$ cat config.mk
export PLATFORM = sky130hd
export DESIGN_NAME = dual_phase_coarse_counter
export DESIGN_NICKNAME = d
export VERILOG_FILES = /design/src/rtl/dpcc_pkg.sv /design/src/rtl/cla_slice.sv /design/src/rtl/la_counter.sv /design/src/rtl/phase_select.sv /design/src/rtl/dual_phase_coarse_counter.sv
export SDC_FILE = /design/constraint.sdc
export NUM_CORES = 1
export LEC_CHECK = 0
export BUFFER_PORTS_ARGS = -buffer_cell sky130_fd_sc_hd__buf_4
export CORE_ASPECT_RATIO = 0.8
export CORE_MARGIN = 1.5
export CORE_UTILIZATION = 45
export DETAILED_ROUTE_END_ITERATION = 10
export HOLD_SLACK_MARGIN = 0.15
export PLACE_DENSITY = 0.74
export SYNTH_ARGS = -nofsm -noshare
export SYNTH_HDL_FRONTEND = slang
export SYNTH_SLANG_ARGS = --single-unit
export TNS_END_PERCENT = 50
$ cat constraint.sdc
create_clock -name clk -period 2.7 [get_ports clk]
set_clock_uncertainty 0.15 [all_clocks]
set_input_delay 0.135 -clock clk [delete_from_list [all_inputs] [get_ports clk]]
set_output_delay 0.135 -clock clk [all_outputs]
set_load 0.1 [all_outputs]
$ cat src/rtl/dpcc_pkg.sv
`timescale 1ps/1ps
package dpcc_pkg;
  typedef enum logic {
    SRC_RISE = 1'b0,
    SRC_FALL = 1'b1
  } dpcc_src_e;
endpackage

$ cat src/rtl/cla_slice.sv
`timescale 1ps/1ps
// One increment slice: next value from the current bits and the slice carry-in,
// plus an all-ones term that feeds the look-ahead of the higher slices.
module cla_slice #(
  parameter int SW = 4
) (
  input  logic [SW-1:0] q,
  input  logic          cin,
  output logic [SW-1:0] q_next,
  output logic          all_ones
);
  always_comb begin
    logic c;
    c = cin;
    for (int i = 0; i < SW; i++) begin
      q_next[i] = q[i] ^ c;
      c = c & q[i];
    end
  end

  assign all_ones = &q;
endmodule

$ cat src/rtl/la_counter.sv
`timescale 1ps/1ps
// Free-running counter built from slices with parallel slice carries.
module la_counter #(
  parameter int WIDTH = 32,
  parameter int SLICE = 4
) (
  input  logic             clk,
  input  logic             rst,
  output logic [WIDTH-1:0] q
);
  localparam int NSL = WIDTH / SLICE;

  logic [NSL-1:0]   prop;
  logic [NSL-1:0]   cin_v;
  logic [WIDTH-1:0] q_inc;
  logic [WIDTH-1:0] d;

  for (genvar s = 0; s < NSL; s++) begin : g_slice
    if (s == 0) begin : g_first
      assign cin_v[s] = 1'b1;
    end else begin : g_rest
      assign cin_v[s] = &prop[s-1:0];
    end
    cla_slice #(.SW(SLICE)) i_slice (
      .q        (q[s*SLICE +: SLICE]),
      .cin      (cin_v[s]),
      .q_next   (q_inc[s*SLICE +: SLICE]),
      .all_ones (prop[s])
    );
  end

  // reset enters through the data path
  assign d = rst ? '0 : q_inc;

  always_ff @(posedge clk) begin
    q <= d;
  end
endmodule

$ cat src/rtl/phase_select.sv
`timescale 1ps/1ps
// Picks the counter word that was stable at the hit and aligns it.
module phase_select
  import dpcc_pkg::*;
#(
  parameter int WIDTH  = 32,
  parameter int TAPS   = 32,
  parameter int FINE_W = $clog2(TAPS)
) (
  input  logic [WIDTH-1:0]  rise_w,
  input  logic [WIDTH-1:0]  fall_w,
  input  logic [FINE_W-1:0] fine,
  output logic [WIDTH-1:0]  sel_w
);
  localparam int HALF = TAPS / 2;

  dpcc_src_e src;

  always_comb begin
    src = (fine < FINE_W'(HALF)) ? SRC_FALL : SRC_RISE;
    if (src == SRC_FALL) begin
      sel_w = fall_w + WIDTH'(1);
    end else begin
      sel_w = rise_w;
    end
  end
endmodule

$ cat src/rtl/dual_phase_coarse_counter.sv
`timescale 1ps/1ps
module dual_phase_coarse_counter #(
  parameter int WIDTH  = 32,
  parameter int SLICE  = 4,
  parameter int TAPS   = 32,
  parameter int FINE_W = $clog2(TAPS)
) (
  input  logic              clk,
  input  logic              rst,
  output logic [WIDTH-1:0]  cnt_rise_o,
  output logic [WIDTH-1:0]  cnt_fall_o,
  input  logic              cap_valid_i,
  input  logic [WIDTH-1:0]  cap_rise_i,
  input  logic [WIDTH-1:0]  cap_fall_i,
  input  logic [FINE_W-1:0] cap_fine_i,
  output logic              coarse_valid_o,
  output logic [WIDTH-1:0]  coarse_o
);
  logic             clk_n;
  logic             rst_r;
  logic [WIDTH-1:0] sel_w;

  assign clk_n = ~clk;

  // reset copy latched on the rising edge for the falling-edge counter
  always_ff @(posedge clk) begin
    rst_r <= rst;
  end

  la_counter #(.WIDTH(WIDTH), .SLICE(SLICE)) i_cnt_rise (
    .clk (clk),
    .rst (rst),
    .q   (cnt_rise_o)
  );

  la_counter #(.WIDTH(WIDTH), .SLICE(SLICE)) i_cnt_fall (
    .clk (clk_n),
    .rst (rst_r),
    .q   (cnt_fall_o)
  );

  phase_select #(.WIDTH(WIDTH), .TAPS(TAPS), .FINE_W(FINE_W)) i_sel (
    .rise_w (cap_rise_i),
    .fall_w (cap_fall_i),
    .fine   (cap_fine_i),
    .sel_w  (sel_w)
  );

  always_ff @(posedge clk) begin
    if (rst) begin
      coarse_valid_o <= 1'b0;
      coarse_o       <= '0;
    end else begin
      coarse_valid_o <= cap_valid_i;
      if (cap_valid_i) begin
        coarse_o <= sel_w;
      end
    end
  end
endmodule

==> metrics.cfg <==
[run_status]
status = finished clean

[setup_path]
crit_type = reg2out
path_buf_inv = 1
slowest_stage = dfxtp_1
cp-end-kind = output port
path_max_fanout = 3
required_ns = 2.41
crit_family = flip-flops
cp.arrival_ns = 2.38
slowest_delay_ns = 0.39
path_cells = buf_6
critPathLaunchType = flip-flop

[grt]
grt_first_pass_wirelength_um = 21400
grt_usage_pct = 25.7
met1_usage_pct = 28.2
grt_pass1_vias = 4621
overflow = 0
gr-usage-met3_pct = 8.79
use_met2_pct = 44.8
grt_max_degree = 66
antenna_found_initial = 0
busiest_layer = met2

[routing]
vias_per_cell = 5.14
firstDrtPassIters = 5
routed_wl_um = 13200
drt_iter0_drc = 277
num_vias = 4413
drc = 0
routedWlPerCell_um = 15.4
antenna_left = 0

[power]
power_mw = 3.94
p_leak_nw = 3.53
power_density_nw_per_um2 = 543
ir_drop_mv = 0.430

[floorplan]
num_rows = 32
die_x_um = 114
die_height_um = 92.1
ios = 169
core_um2 = 9650
fp.dieArea_um2 = 10500
start_util_pct = 46.3

[synthesis]
syn_area_um2 = 4470
yosysSeqAreaShare_pct = 43.9
synth_top_area_share_pct = 43.9
synthCells = 452
synth.yosys.warnings = 0
synth.top_cells.by_area = dfxtp_1, ha_1, nor2b_1
yosys_register_bits = 98
yosysUniqueCellTypes = 34
synth_nets = 571
yosysTopAreaCell = dfxtp_1
synth.avg_cell_area_um2 = 9.88

[worst_hold_path]
hold_path.class = reg2reg

[cts]
clk_latency_ns = 0.40
clkSlewWorstSetupHoldPaths_ns = 0.03
htreeDepth = 3
cts_buffer_depth = 2
cts_tree = done
clockRootBuffer = clkbuf_16
numCtsBuffers = 9
cts.sinks = 98

[cells_and_area]
fin_nets = 837
antenna_cells = 0
fillers = 676
drive_gt1_share_pct = 30.6
fin_area_um2 = 7260
final-instance-count-excl-fill = 859
multi_input_area_um2 = 2380
seq_area_um2 = 1990
finish.utilization_pct = 75.2
area_growth_syn_to_layout_pct = 62.4

[timing]
rsz0062_at_grt = true
drv_slew = 0
setup_viol = 0
worst_pin_slew_ns = 0.664
final-hold-violation-count = 0
layout_setup_ws_ns = 0.0377
finalSetupTns_ns = 0
hold_ws_ns = 0.254
relSlewSlack_pct = 55.6

[placed_design]
gp_congestion = 0.833
numPlacedInstances = 733
pre_cts_ws_ns = 0.255
io_buffers = 164
hpwl_um = 8600
place_area_um2 = 5840

[job]
maxCapViolCount = 0

[final cells by class]
| type | count | area share, % |
|---|---|---|
| timing repair buffer | 248 | 30.6 |
| clock buffer | 9 | 3.10 |
| inverter | 7 | 0.362 |
| clock inverter | 39 | 3.35 |
| tap | 136 | 2.35 |
| multi-input combinational | 322 | 32.8 |
| sequential | 98 | 27.5 |
[registers in the layout (all words and copies together) (netlist names)]
| signal | count |
|---|---|
| coarse_valid_o | 1 |
| i_cnt_fall.q | 32 |
| rst_r | 1 |
| coarse_o | 32 |
| i_cnt_rise.q | 32 |
[logic make-up (layout without fill, tap and decap cells)]
group,count (synthesis),in the layout,share of synthesized area (%)
adders and majority gates,47,47,13.2
and+or+nand+nor,163,163,20.5
buffers and inverters,32,303,3.11
muxes,2,2,0.448
DFF,98,98,43.9
AOI/OAI and AO/OA,64,64,9.86
xor gates and xnor gates,46,46,9.02
[cells in the mapped netlist]
library cell and number:
buf_2 6, a222oi_1 2, nand3_1 14, o21ai_0 4, dfxtp_1 98, a211oi_2 2
and2_1 4, o22ai_1 22, nor2b_1 47, xnor2_1 25, mux2i_1 2, and3_1 9
nor4_4 1, buf_6 1, nor2_1 44, nand4_2 2, nor3_1 4, buf_4 1
a2bb2oi_1 2, a211oi_1 6, a21oi_1 9, ha_1 47, nand2_1 10, a22oi_1 15
buf_1 3, and4_1 4, clkbuf_1 13, nand4_1 21, xor2_1 21, nor4_1 2
nand4_4 1, a221oi_1 1, a211o_1 1, inv_1 8
[cell usage in the layout, fill, tap and decap left out, types with 6 or more instances in the layout]
cell type / Yosys / routed
nand4_1: 21 / 21
buf_12: 0 / 6
a21oi_1: 9 / 9
dlygate4sd3_1: 0 / 76
dfxtp_1: 98 / 72
a211oi_1: 6 / 6
a22oi_1: 15 / 15
nand3_1: 14 / 14
nand2_1: 10 / 10
clkbuf_16: 0 / 9
xnor2_1: 25 / 25
nor2b_1: 47 / 47
inv_1: 8 / 40
dfxtp_2: 0 / 26
nor2_1: 44 / 43
xor2_1: 21 / 21
and3_1: 9 / 9
ha_1: 47 / 47
o22ai_1: 22 / 22
buf_6: 1 / 16
buf_4: 1 / 146
[timing repair]
item                       in CTS  in global routing
buffers inserted                0                  3
resized for setup              14                 31
hold buffers                   76                  0
pin swaps                       0                  2
setup endpoints to repair      14                 28
hold endpoints to repair       33                  0
[metal layers]
metal	routed length (µm)	up-vias	share of wire [%]
met1	5300	2067	40
met4	358	0	2.7
met2	6550	185	50
met3	1010	30	7.6
met5	0	-	0
li1	-	2131	-
[report_power, final]
part | internal (mW) | total [mW] | switching, mW
sequential | 1.49 | 1.52 | 0.0276
clock | 0.977 | 1.67 | 0.692
combinational | 0.273 | 0.753 | 0.481
[worst register-to-register path: stages, from the launching register on]
cell,delay (ns)
dfxtp_2,0.33
ha_1,0.17
nand3_1,0.15
nor4_1,0.46
nand2_1,0.17
nor3_1,0.21
ha_1,0.19
ha_1,0.14
ha_1,0.16
xnor2_1,0.13
nor2_1,0.05
[path summary, 6_finish.rpt]
check / from / end / slack (ns) / cells past startpoint
setup reg to reg: i_cnt_fall.q[0]$_SDFF_NP0_ / i_cnt_fall.q[31]$_SDFF_NP0_ / 0.26 / 10
hold / removal: i_cnt_fall.q[0]$_SDFF_NP0_ / i_cnt_fall.q[0]$_SDFF_NP0_ / 0.25 / 1
setup / recovery: i_cnt_fall.q[19]$_SDFF_NP0_ / cnt_fall_o[19] / 0.04 / 1
hold reg to reg: i_cnt_fall.q[0]$_SDFF_NP0_ / i_cnt_fall.q[0]$_SDFF_NP0_ / 0.25 / 1
Power figures use the tool's default switching activity.
